--- src/rtl/rdm_pkg.sv ---
// Package: shared types and descriptor field positions for the receive
// descriptor ring manager. Assumes 32-bit descriptor words.
package rdm_pkg;
    localparam int WORD_W   = 32;
    localparam int USED_BIT = 0;
    localparam int WRAP_BIT = 1;

    typedef enum logic [2:0] {
        ST_IDLE,
        ST_FETCH,
        ST_HOLD,
        ST_WB_ADDR,
        ST_WB_STAT
    } rdm_state_e;
endpackage

--- src/rtl/rdm_ptr.sv ---
// Module: rdm_ptr
// Holds the ring base and the word counter. The pointer is the base plus
// four bytes per counted word. Assumes one descriptor spans two words, so a
// step adds 2. The counter wraps naturally after 2**CNT_W words.
module rdm_ptr
    import rdm_pkg::*;
#(
    parameter int CNT_W = 11
) (
    input  logic              clk,
    input  logic              rst_n,
    input  logic              load,
    input  logic [WORD_W-1:0] load_val,
    input  logic              advance,
    input  logic              wrap,
    output logic [WORD_W-1:0] ptr
);
    localparam int PAD_W = WORD_W - CNT_W - 2;

    logic [WORD_W-1:0] base_q;
    logic [CNT_W-1:0]  cnt_q;

    // Purpose: load the base, or step or wrap the word counter.
    always_ff @(posedge clk) begin
        if (!rst_n) begin
            base_q <= '0;
            cnt_q  <= '0;
        end else if (load) begin
            base_q <= {load_val[WORD_W-1:2], 2'b00};
            cnt_q  <= '0;
        end else if (advance) begin
            cnt_q  <= wrap ? '0 : cnt_q + CNT_W'(2);
        end
    end

    // Purpose: form the byte pointer from base and counter.
    always_comb ptr = base_q + {{PAD_W{1'b0}}, cnt_q, 2'b00};

    a_r5_ptr_holds: assert property (@(posedge clk) disable iff (!rst_n)
        (!advance && !load) |=> $stable(ptr));

    a_r5_wrap_to_base: assert property (@(posedge clk) disable iff (!rst_n)
        (advance && wrap && !load) |=> (ptr == $past(base_q)));
endmodule

--- src/rtl/rdm_ctrl.sv ---
// Module: rdm_ctrl
// Sequencer for one frame: fetches a descriptor, offers a free buffer,
// writes the descriptor back as a two-word burst, and decides on the
// step, recovery and error events. Assumes mem_rdata and mem_err are
// valid only in a cycle where mem_gnt is high.
module rdm_ctrl
    import rdm_pkg::*;
#(
    parameter int GNT_TIMEOUT = 16
) (
    input  logic              clk,
    input  logic              rst_n,
    input  logic              rx_enable,
    input  logic              base_load,
    input  logic              frame_start,
    input  logic              buf_close,
    input  logic              buf_eof,
    input  logic [WORD_W-1:0] buf_status,
    input  logic              buf_abort,
    input  logic [WORD_W-1:0] ptr,
    input  logic [WORD_W-1:0] mem_rdata,
    input  logic              mem_gnt,
    input  logic              mem_err,
    output logic              ptr_load,
    output logic              ptr_adv,
    output logic              ptr_wrap,
    output logic              buf_valid,
    output logic [WORD_W-1:0] buf_addr,
    output logic              mem_req,
    output logic              mem_we,
    output logic [WORD_W-1:0] mem_addr,
    output logic [WORD_W-1:0] mem_wdata,
    output logic              ev_bna,
    output logic              ev_rre,
    output logic              ev_ovr
);
    localparam int TMR_W = $clog2(GNT_TIMEOUT + 1);

    rdm_state_e        state_q;
    logic              first_q;
    logic              eof_q;
    logic [WORD_W-1:0] desc_q;
    logic [WORD_W-1:0] stat_q;
    logic [TMR_W-1:0]  timer_q;
    logic              timeout;
    logic              bus_err;
    logic              owned;

    // Purpose: drive the memory port from the current state.
    always_comb begin
        mem_req   = (state_q == ST_FETCH) || (state_q == ST_WB_ADDR) ||
                    (state_q == ST_WB_STAT);
        mem_we    = (state_q == ST_WB_ADDR) || (state_q == ST_WB_STAT);
        mem_addr  = (state_q == ST_WB_STAT) ? ptr + WORD_W'(4) : ptr;
        mem_wdata = (state_q == ST_WB_STAT) ? stat_q
                                            : {desc_q[WORD_W-1:1], 1'b1};
    end

    // Purpose: decode the grant outcome into events.
    always_comb begin
        timeout   = mem_req && !mem_gnt && (timer_q == TMR_W'(GNT_TIMEOUT - 1));
        bus_err   = mem_req && mem_gnt && mem_err;
        owned     = (state_q == ST_FETCH) && mem_gnt && !mem_err &&
                    mem_rdata[USED_BIT];
        ev_bna    = owned && first_q;
        ev_rre    = owned && !first_q;
        ev_ovr    = timeout || bus_err;
        ptr_adv   = (state_q == ST_WB_STAT) && mem_gnt && !mem_err;
        ptr_wrap  = desc_q[WRAP_BIT];
        ptr_load  = base_load && !rx_enable && (state_q == ST_IDLE);
        buf_valid = (state_q == ST_HOLD);
        buf_addr  = {desc_q[WORD_W-1:2], 2'b00};
    end

    // Purpose: count cycles that a request waits for its grant.
    always_ff @(posedge clk) begin
        if (!rst_n || !mem_req || mem_gnt || timeout) timer_q <= '0;
        else                                          timer_q <= timer_q + TMR_W'(1);
    end

    // Purpose: frame sequencing state machine.
    always_ff @(posedge clk) begin
        if (!rst_n) begin
            state_q <= ST_IDLE;
            first_q <= 1'b0;
            eof_q   <= 1'b0;
            desc_q  <= '0;
            stat_q  <= '0;
        end else begin
            unique case (state_q)
                ST_IDLE: begin
                    if (rx_enable && frame_start) begin
                        state_q <= ST_FETCH;
                        first_q <= 1'b1;
                    end
                end
                ST_FETCH: begin
                    if (ev_ovr || owned)  state_q <= ST_IDLE;
                    else if (mem_gnt) begin
                        desc_q  <= mem_rdata;
                        state_q <= ST_HOLD;
                    end
                end
                ST_HOLD: begin
                    if (buf_abort) state_q <= ST_IDLE;
                    else if (buf_close) begin
                        stat_q  <= buf_status;
                        eof_q   <= buf_eof;
                        state_q <= ST_WB_ADDR;
                    end
                end
                ST_WB_ADDR: begin
                    if (ev_ovr)       state_q <= ST_IDLE;
                    else if (mem_gnt) state_q <= ST_WB_STAT;
                end
                ST_WB_STAT: begin
                    if (ev_ovr) state_q <= ST_IDLE;
                    else if (mem_gnt) begin
                        state_q <= eof_q ? ST_IDLE : ST_FETCH;
                        first_q <= 1'b0;
                    end
                end
                default: state_q <= ST_IDLE;
            endcase
        end
    end

    a_r4_burst_second_word: assert property (@(posedge clk) disable iff (!rst_n)
        (state_q == ST_WB_ADDR && mem_gnt && !mem_err) |=>
        (mem_req && mem_we && mem_addr == $past(mem_addr) + 32'd4));

    a_r6_owned_offers_nothing: assert property (@(posedge clk) disable iff (!rst_n)
        (state_q == ST_FETCH && mem_gnt && !mem_err && mem_rdata[USED_BIT]) |=>
        (!buf_valid && !mem_req));

    a_r10_timeout_withdraws: assert property (@(posedge clk) disable iff (!rst_n)
        (mem_req && !mem_gnt && timer_q == TMR_W'(GNT_TIMEOUT - 1)) |=> !mem_req);

    a_r10_timer_bound: assert property (@(posedge clk) disable iff (!rst_n)
        timer_q < TMR_W'(GNT_TIMEOUT));

    a_r3_fetch_needs_enable: assert property (@(posedge clk) disable iff (!rst_n)
        (!mem_req && !buf_valid && !rx_enable) |=> !mem_req);
endmodule

--- src/rtl/rdm_stat.sv ---
// Module: rdm_stat
// Turns the sequencer events into registered interrupt pulses, the sticky
// buffer-not-available flag and the saturating resource error count.
// Assumes at most one event per cycle.
module rdm_stat #(
    parameter int RRE_W = 8
) (
    input  logic             clk,
    input  logic             rst_n,
    input  logic             ev_bna,
    input  logic             ev_rre,
    input  logic             ev_ovr,
    input  logic             bna_clr,
    output logic             bna_flag,
    output logic             bna_irq,
    output logic             ovr_irq,
    output logic             frame_drop,
    output logic [RRE_W-1:0] rre_count
);
    localparam logic [RRE_W-1:0] RRE_MAX = '1;

    // Purpose: register event pulses and update the flag and counter.
    always_ff @(posedge clk) begin
        if (!rst_n) begin
            bna_flag   <= 1'b0;
            bna_irq    <= 1'b0;
            ovr_irq    <= 1'b0;
            frame_drop <= 1'b0;
            rre_count  <= '0;
        end else begin
            bna_irq    <= ev_bna;
            ovr_irq    <= ev_ovr;
            frame_drop <= ev_bna || ev_rre || ev_ovr;
            if (ev_bna)       bna_flag <= 1'b1;
            else if (bna_clr) bna_flag <= 1'b0;
            if (ev_rre && rre_count != RRE_MAX) rre_count <= rre_count + RRE_W'(1);
        end
    end

    a_r6_one_event: assert property (@(posedge clk) disable iff (!rst_n)
        $onehot0({ev_bna, ev_rre, ev_ovr}));

    a_r6_flag_follows_event: assert property (@(posedge clk) disable iff (!rst_n)
        ev_bna |=> (bna_flag && bna_irq && frame_drop));

    a_r7_count_steps: assert property (@(posedge clk) disable iff (!rst_n)
        (ev_rre && rre_count != RRE_MAX) |=> (rre_count == $past(rre_count) + RRE_W'(1)));
endmodule

--- src/rtl/rx_desc_ring.sv ---
// Module: rx_desc_ring (top)
// Receive descriptor ring manager: connects the pointer, the frame
// sequencer and the status logic. Assumes a word-aligned ring base with
// 2**CNT_W words of memory above it.
module rx_desc_ring
    import rdm_pkg::*;
#(
    parameter int CNT_W       = 11,
    parameter int GNT_TIMEOUT = 16,
    parameter int RRE_W       = 8
) (
    input  logic              clk,
    input  logic              rst_n,
    input  logic              rx_enable,
    input  logic              base_load,
    input  logic [WORD_W-1:0] base_value,
    output logic [WORD_W-1:0] cur_ptr,
    input  logic              frame_start,
    output logic              buf_valid,
    output logic [WORD_W-1:0] buf_addr,
    input  logic              buf_close,
    input  logic              buf_eof,
    input  logic [WORD_W-1:0] buf_status,
    input  logic              buf_abort,
    output logic              frame_drop,
    output logic              bna_flag,
    input  logic              bna_clr,
    output logic              bna_irq,
    output logic              ovr_irq,
    output logic [RRE_W-1:0]  rre_count,
    output logic              mem_req,
    output logic              mem_we,
    output logic [WORD_W-1:0] mem_addr,
    output logic [WORD_W-1:0] mem_wdata,
    input  logic [WORD_W-1:0] mem_rdata,
    input  logic              mem_gnt,
    input  logic              mem_err
);
    logic ptr_load, ptr_adv, ptr_wrap;
    logic ev_bna, ev_rre, ev_ovr;

    rdm_ptr #(.CNT_W(CNT_W)) u_ptr (
        .clk      (clk),
        .rst_n    (rst_n),
        .load     (ptr_load),
        .load_val (base_value),
        .advance  (ptr_adv),
        .wrap     (ptr_wrap),
        .ptr      (cur_ptr)
    );

    rdm_ctrl #(.GNT_TIMEOUT(GNT_TIMEOUT)) u_ctrl (
        .clk         (clk),
        .rst_n       (rst_n),
        .rx_enable   (rx_enable),
        .base_load   (base_load),
        .frame_start (frame_start),
        .buf_close   (buf_close),
        .buf_eof     (buf_eof),
        .buf_status  (buf_status),
        .buf_abort   (buf_abort),
        .ptr         (cur_ptr),
        .mem_rdata   (mem_rdata),
        .mem_gnt     (mem_gnt),
        .mem_err     (mem_err),
        .ptr_load    (ptr_load),
        .ptr_adv     (ptr_adv),
        .ptr_wrap    (ptr_wrap),
        .buf_valid   (buf_valid),
        .buf_addr    (buf_addr),
        .mem_req     (mem_req),
        .mem_we      (mem_we),
        .mem_addr    (mem_addr),
        .mem_wdata   (mem_wdata),
        .ev_bna      (ev_bna),
        .ev_rre      (ev_rre),
        .ev_ovr      (ev_ovr)
    );

    rdm_stat #(.RRE_W(RRE_W)) u_stat (
        .clk        (clk),
        .rst_n      (rst_n),
        .ev_bna     (ev_bna),
        .ev_rre     (ev_rre),
        .ev_ovr     (ev_ovr),
        .bna_clr    (bna_clr),
        .bna_flag   (bna_flag),
        .bna_irq    (bna_irq),
        .ovr_irq    (ovr_irq),
        .frame_drop (frame_drop),
        .rre_count  (rre_count)
    );

    a_r9_error_keeps_ptr: assert property (@(posedge clk) disable iff (!rst_n)
        (mem_req && mem_gnt && mem_err) |=> ($stable(cur_ptr) && !mem_req));
endmodule

--- config.mk ---
export PLATFORM = sky130hd
export DESIGN_NAME = rx_desc_ring
export DESIGN_NICKNAME = d
export VERILOG_FILES = /design/src/rtl/rdm_pkg.sv /design/src/rtl/rdm_ptr.sv /design/src/rtl/rdm_ctrl.sv /design/src/rtl/rdm_stat.sv /design/src/rtl/rx_desc_ring.sv
export SDC_FILE = /design/constraint.sdc
export NUM_CORES = 1
export LEC_CHECK = 0
export ABC_AREA = 1
export BUFFER_PORTS_ARGS = -buffer_cell sky130_fd_sc_hd__buf_2
export CORE_AREA = 2 2 138 106
export CTS_CLUSTER_DIAMETER = 80
export DETAILED_ROUTE_END_ITERATION = 8
export DIE_AREA = 0 0 140 108
export GPL_TIMING_DRIVEN = 0
export HOLD_SLACK_MARGIN = 0.12
export PLACE_DENSITY = 0.85
export SYNTH_ARGS = -nofsm -noshare
export SYNTH_HDL_FRONTEND = slang
export SYNTH_SLANG_ARGS = --single-unit
--- constraint.sdc ---
create_clock -name clk -period 5.5 [get_ports clk]
set_clock_uncertainty 0.1 [all_clocks]
set_input_delay 0.55 -clock clk [delete_from_list [all_inputs] [get_ports clk]]
set_output_delay 0.55 -clock clk [all_outputs]
set_load 0.01 [all_outputs]
* After elaboration in Yosys (flattened, before gate mapping)
Index checks and enable logic that the tools add are counted.
W data, S select, Z words.
** Operators by class
- Reductions and logical operators :: 39
- Multipliers :: 0
- Equal/unequal tests :: 13
- Bitwise logic cells :: 3
- Div/mod/pow operators :: 0
- Shifts and indexed selects :: 0
- Order comparisons :: 0
- Muxes and demuxes :: 20
- Add/subtract/negate cells :: 5
** Operator list (number)
- $mux W32 :: 2
- $add A32 B13 Y32 :: 1
- $add A32 B3 Y32 const B :: 1
- $mux W3 :: 9
- $logic_and A1 B1 Y1 :: 15
- $pmux W3 S5 :: 1
- $add A11 B2 Y11 const B :: 1
- $mux W11 :: 1
- $logic_or A1 B1 Y1 :: 10
- $add A8 B1 Y8 const B :: 1
- $ne A8 B8 Y1 const B :: 1
- $eq A3 B2 Y1 const B :: 2
- $logic_not A1 Y1 :: 6
- $mux W1 :: 6
- $ne A2 B2 Y1 const B :: 3
- $ne A3 B2 Y1 const B :: 2
- $reduce_and A3 Y1 :: 2
- $add A5 B1 Y5 const B :: 1
- $eq A5 B4 Y1 const B :: 1
- $reduce_and A5 Y1 :: 1
- $reduce_and A4 Y1 :: 1
- $reduce_bool A2 Y1 :: 2
- $eq A3 B1 Y1 const B :: 1
- $eq A3 B3 Y1 const B :: 1
- other kinds (6) :: 8
** Word-level totals
- Bits in registers :: 127
- ROM bits :: 0
- Memories :: 0
- Memory bits (writable) :: 0
- Bits in latches :: 0
- Input port bits :: 107

* Depth between registers and ports, before layout
- Word-level depth :: 9
- Gate-level depth with buffers :: 18
- Gate-level depth less buffers :: 18

* By module
Synthesis repeated with hierarchy kept, for this count alone.
** Second synthesis, totals
- Cells, all modules :: 1243
- Area, all modules :: 7722.4 µm²
** Modules (own cells, without submodules)
- rdm_ctrl :: sequential area each 1461.4 µm², cells each 695, times used 1, area each 4287.9 µm²
- rdm_ptr :: sequential area each 800.8 µm², cells each 465, times used 1, area each 2841.5 µm²
- rdm_stat :: sequential area each 240.2 µm², cells each 83, times used 1, area each 593.1 µm²

* Worst setup path before layout
OpenSTA, ideal clock, no wires.
- Path type :: reg-to-output
- Start :: reg u_ptr.cnt_q[8]
- End :: out mem_addr[23]
- Arrival :: 2.075 ns
- Cell stages (with the launch flop) :: 13
- Buffers on the path :: 0
- Data required time :: 4.850 ns
- Slack :: 2.775 ns
- Path through :: dfxtp_1 -> ha_1 -> nand2_1 -> nor2_1 -> nand3_1 -> nand3_2 -> nand2_1 -> nand2_2 -> nand2_1 -> nor2_1 -> nand3_2 -> nor2_4 -> xor2_1
** On the way
- Word-level cells in the longest chain between the ends :: 3
** Ends and longest elaborated chain
- start: declaration :: RTL line rdm_ptr.sv:21 : logic [CNT_W-1:0] cnt_q;
- start signal: assignment :: RTL line rdm_ptr.sv:32 : cnt_q <= wrap ? '0 : cnt_q + CNT_W'(2);
- $add A32 B13 Y32 :: RTL line rdm_ptr.sv:37 : always_comb ptr = base_q + {{PAD_W{1'b0}}, cnt_q, 2'b00};
- via cur_ptr[13] :: RTL line rx_desc_ring.sv:17 : output logic [WORD_W-1:0] cur_ptr,
- $add A32 B3 Y32 :: RTL line rdm_ctrl.sv:54 : mem_addr = (state_q == ST_WB_STAT) ? ptr + WORD_W'(4) : ptr;
- $mux W32 :: RTL line rdm_ctrl.sv:54
- end: declaration :: RTL line rx_desc_ring.sv:33 : output logic [WORD_W-1:0] mem_addr,
The timed path passes the listed nets, and every way through them passes these cells.

* Worst setup path in the final report
- Start :: reg u_ptr.cnt_q[7]
- End :: out mem_addr[29]
** On the way
- Word-level cells in the longest chain between the ends :: 3
** Ends and longest elaborated chain (RTL line)
- $add A32 B13 Y32 * :: rdm_ptr.sv:37
- $add A32 B3 Y32 :: rdm_ctrl.sv:54
- $mux W32 * :: rdm_ctrl.sv:54
Every way passes the cells marked *; elsewhere a longest branch is shown, timed or not.

==> results.md <==
- Final setup vio count: 0
- Mapped Cells: 1180
- Die width: 140 um
- All-Layer GR Usage: 31.65%
- Setup crit start kind: flip-flop
- Crit path max-delay cell type: ha_1
- Buffers from clock root to sink, at most: 2
- Switching Power: 1.264 mW
- Num ports: 250
- Layout area overhead: 27.74%
- Pwr Density: between 300 and 400 mW/mm2
- Post-CTS resize count: 0
- Met2 usage: 51.23%
- Setup bufs post-CTS: 0
- RSZ-0062 raised after global routing: false
- CTS tree: done
- Vias per inst: approximately 5.2
- Crit path buffers/inverters: 1
- Clk pwr share: 34.2%
- Combinational power share: around a third
- Avg Inst Size Synth: 6.299 um2
- Fmax: about 0.25 GHz
- Clock latency on the worst-skew pair: 0.41 ns
- Total placed instance area: between 0.008 and 0.009 mm2
- Detailed Place HPWL: ~19000 um
- Vias: ~8500
- Global-route wire length before repair: 38010 um
- Worst Setup Path Type: flip-flop to output port
- Fin area: roughly 0.0095 mm2
- Vias in the first global route: ~7900
- Worst hold path class: primary input to flip-flop
- Starting Density: 54.43%
- Netlist cell types: just over 40
- Drt pass-1 iters: 9
- # port buffers: ~240
- Clock sink total: 125
- Root buffer cell: clkbuf_16
- Row count: 37
- Hold Slack: roughly 0.26 ns
- Final Util: 69.53%
- Routability cong.: 0.9981
- Largest net degree at the start of global routing: 17
- Register area share after synthesis: between 30% and 40%
- CP arrival: about 3.3 ns
- Fillcell total: 1265
- Synth warn: 0
- Tmin final: between 3 and 4 ns
- Critical Path End Type: output port
- Die area: roughly 0.015 mm2
- Number of antenna violations at the first check in global routing: 2
- Wire per inst: 14.70 um
- Number of synthesized register bits: between 100 and 150
- Mapped Area: between 0.007 and 0.008 mm2
- Met3 usage in global routing: under 10%
- Critical Path Max Stage Delay: between 0.4 and 0.5 ns
- Gr ovfl total: 0
- Final wirelength: 24010 um
- Clock-pin slew on the worst setup and hold paths: 0.06 ns
- Max-slew violations: 0
- GR Util met1: roughly two fifths
- NumNets Final: about 1600
- # DRC: 7
- Drt first-iter violations: roughly 770
- Final ANT Viol Nets: 0
- Htree depth: 4
- Worst-path fanout max: 5
- Failing checks: design-rule violations
- Required @ worst endpoint: slightly below 5 ns
- Die Ht: 108 um
- Hold_sp: buf_status[6]
- Internal power: between 2 and 2.5 mW
- Crit path max-delay family: simple AND/OR/NAND/NOR gates
- Hold_buf cts: 0
- Max-Cap Viols: 0
- Core area: about 0.014 mm2
- Peak supply drop: roughly 0.23 mV
- Worst-path cell chain: ha_1 > nand2_1 > nor2_1 > nand2_1 > nor2_1 > nand2_1 > nand3_1 > nand2_1 > nor2_1 > nand3_1 > nor2_1 > nand3_1 > nand2_1 > nand2_1 > buf_2
- Status: finished with violations
- RR Startpoint: u_ctrl.timer_q[0]
- Slew Limit Headroom: between 40 and 50%
- Most Crowded Layer GR: met2
- Final hold viol count: 0
- Reg power frac: around 33%
- Most used cell along the critical path: nand2_1
- Num CTS Buffers: 17
- Worst Max-Slew Pin Slew: around 0.78 ns
- Layout cells sized above 1: 23.61%
- Net Sw Frac: a little under two fifths
- Critical Path Source: u_ptr.cnt_q[7]
- Crit share post-route: between 70% and 80%
- Setup TNS: 0 ns
- Static leakage power: between 4 and 5 nW
[state kept, by name, summed over array words and instances (netlist names)]
name,flops
u_ctrl.timer_q,5
u_ctrl.stat_q,32
u_ptr.base_q,30
u_stat.rre_count,8
u_ctrl.first_q,1
u_stat.bna_irq,1
u_ptr.cnt_q,10
u_ctrl.desc_q,31
u_stat.ovr_irq,1
u_ctrl.eof_q,1
u_stat.bna_flag,1
u_stat.frame_drop,1
u_ctrl.state_q,3
[placed cells by master, fill, tap and decap left out, drive strengths merged, types with 19 or more instances in the layout]
cell      n
xor2     19
nand2   272
dfxtp   125
nand3    71
nor2    184
o21ai   137
inv     183
buf     254
a21oi    71
clkbuf   51
[worst min-delay path: stages]
cell	delay, ns
buf_2	0.07
nor2_1	0.03
nor2_1	0.08
[synth_stat cells]
cell type	n	area share (%)
a211oi_1	1	0.10
a21o_1	1	0.10
a21oi_1	71	4.8
a311oi_1	1	0.12
a31oi_1	1	0.084
and2_1	4	0.34
buf_1	5	0.25
buf_2	1	0.067
buf_4	7	0.71
clkbuf_1	32	1.6
clkinv_1	2	0.10
conb_1	1	0.050
dfxtp_1	125	34
ha_1	15	2.5
inv_1	167	8.4
inv_2	14	0.71
nand2_1	252	13
nand2_2	15	1.3
nand2_4	5	0.76
nand3_1	64	4.3
nand3_2	5	0.67
nand3_4	2	0.47
nand3b_1	3	0.30
nand4_1	15	1.3
nand4_2	1	0.17
nor2_1	165	8.3
nor2_2	14	1.2
nor2_4	5	0.76
nor3_1	15	1.0
nor3b_1	2	0.20
nor4_1	4	0.34
o211a_1	1	0.13
o21ai_0	135	9.1
o21ai_1	1	0.067
o21ai_2	1	0.12
o21bai_1	1	0.10
or2_1	1	0.084
or2_2	1	0.084
xnor2_1	5	0.59
xor2_1	18	2.1
xor2_2	1	0.22
[final timing paths]
path | end | slack (ns) | cells after the start
worst max-delay path | mem_addr[29] | 1.58 | 15
worst min-delay path | u_ctrl.stat_q[6] | 0.26 | 3
worst max register to register | u_ctrl.desc_q[31] | 2.58 | 11
worst min register to register | u_ctrl.desc_q[29] | 0.36 | 2
[final cells by class]
class	count	area [um2]	area share, %
multi-input combinational	832	4066	42.83
buffer	45	196.4	2.069
inverter	183	686.9	7.234
clock buffer	19	452.9	4.770
tap	175	219.0	2.306
clock inverter	12	160.2	1.687
antenna	2	5.005	0.05271
sequential	125	2502	26.35
timing repair buffer	241	1206	12.70
[power by group through the flow]
stage / Clock, mW / Sequential (mW) / Combinational (mW)
after floorplan: 0 / 1.15 / 0.658
after global placement: 0 / 1.14 / 1.08
after detailed placement: 0 / 1.15 / 1.10
after CTS: 1.18 / 1.13 / 1.11
after global routing: 1.22 / 1.15 / 1.24
final: 1.17 / 1.14 / 1.12
[cells by family after synthesis]
| group | synth area share (%) |
|---|---|
| adders and majority gates | 2.525 |
| xor gates and xnor gates | 2.929 |
| AOI/OAI and AO/OA | 14.69 |
| other | 0.05045 |
| buffers and inverters | 11.88 |
| DFF | 33.66 |
| and+or+nand+nor | 34.25 |
[metrics by stage]
step           instances  setup WS (ns)  power [mW]
2_1_floorplan       1185          2.775       1.812
3_3_place_gp        1601          2.195       2.229
3_5_place_dp        1601          2.186       2.253
4_1_cts             1632          1.729       3.422
5_1_grt             1634          1.337       3.606
6_report            1634          1.575       3.426
[routing by layer]
layer,part of all wire [%],routed length [um],vias to the layer above
met1,44,10530,3857
li1,-,-,4245
met4,2.7,638,0
met3,9.6,2307,50
met5,0,0,-
met2,44,10540,392
(Power assumes the default switching activity.)
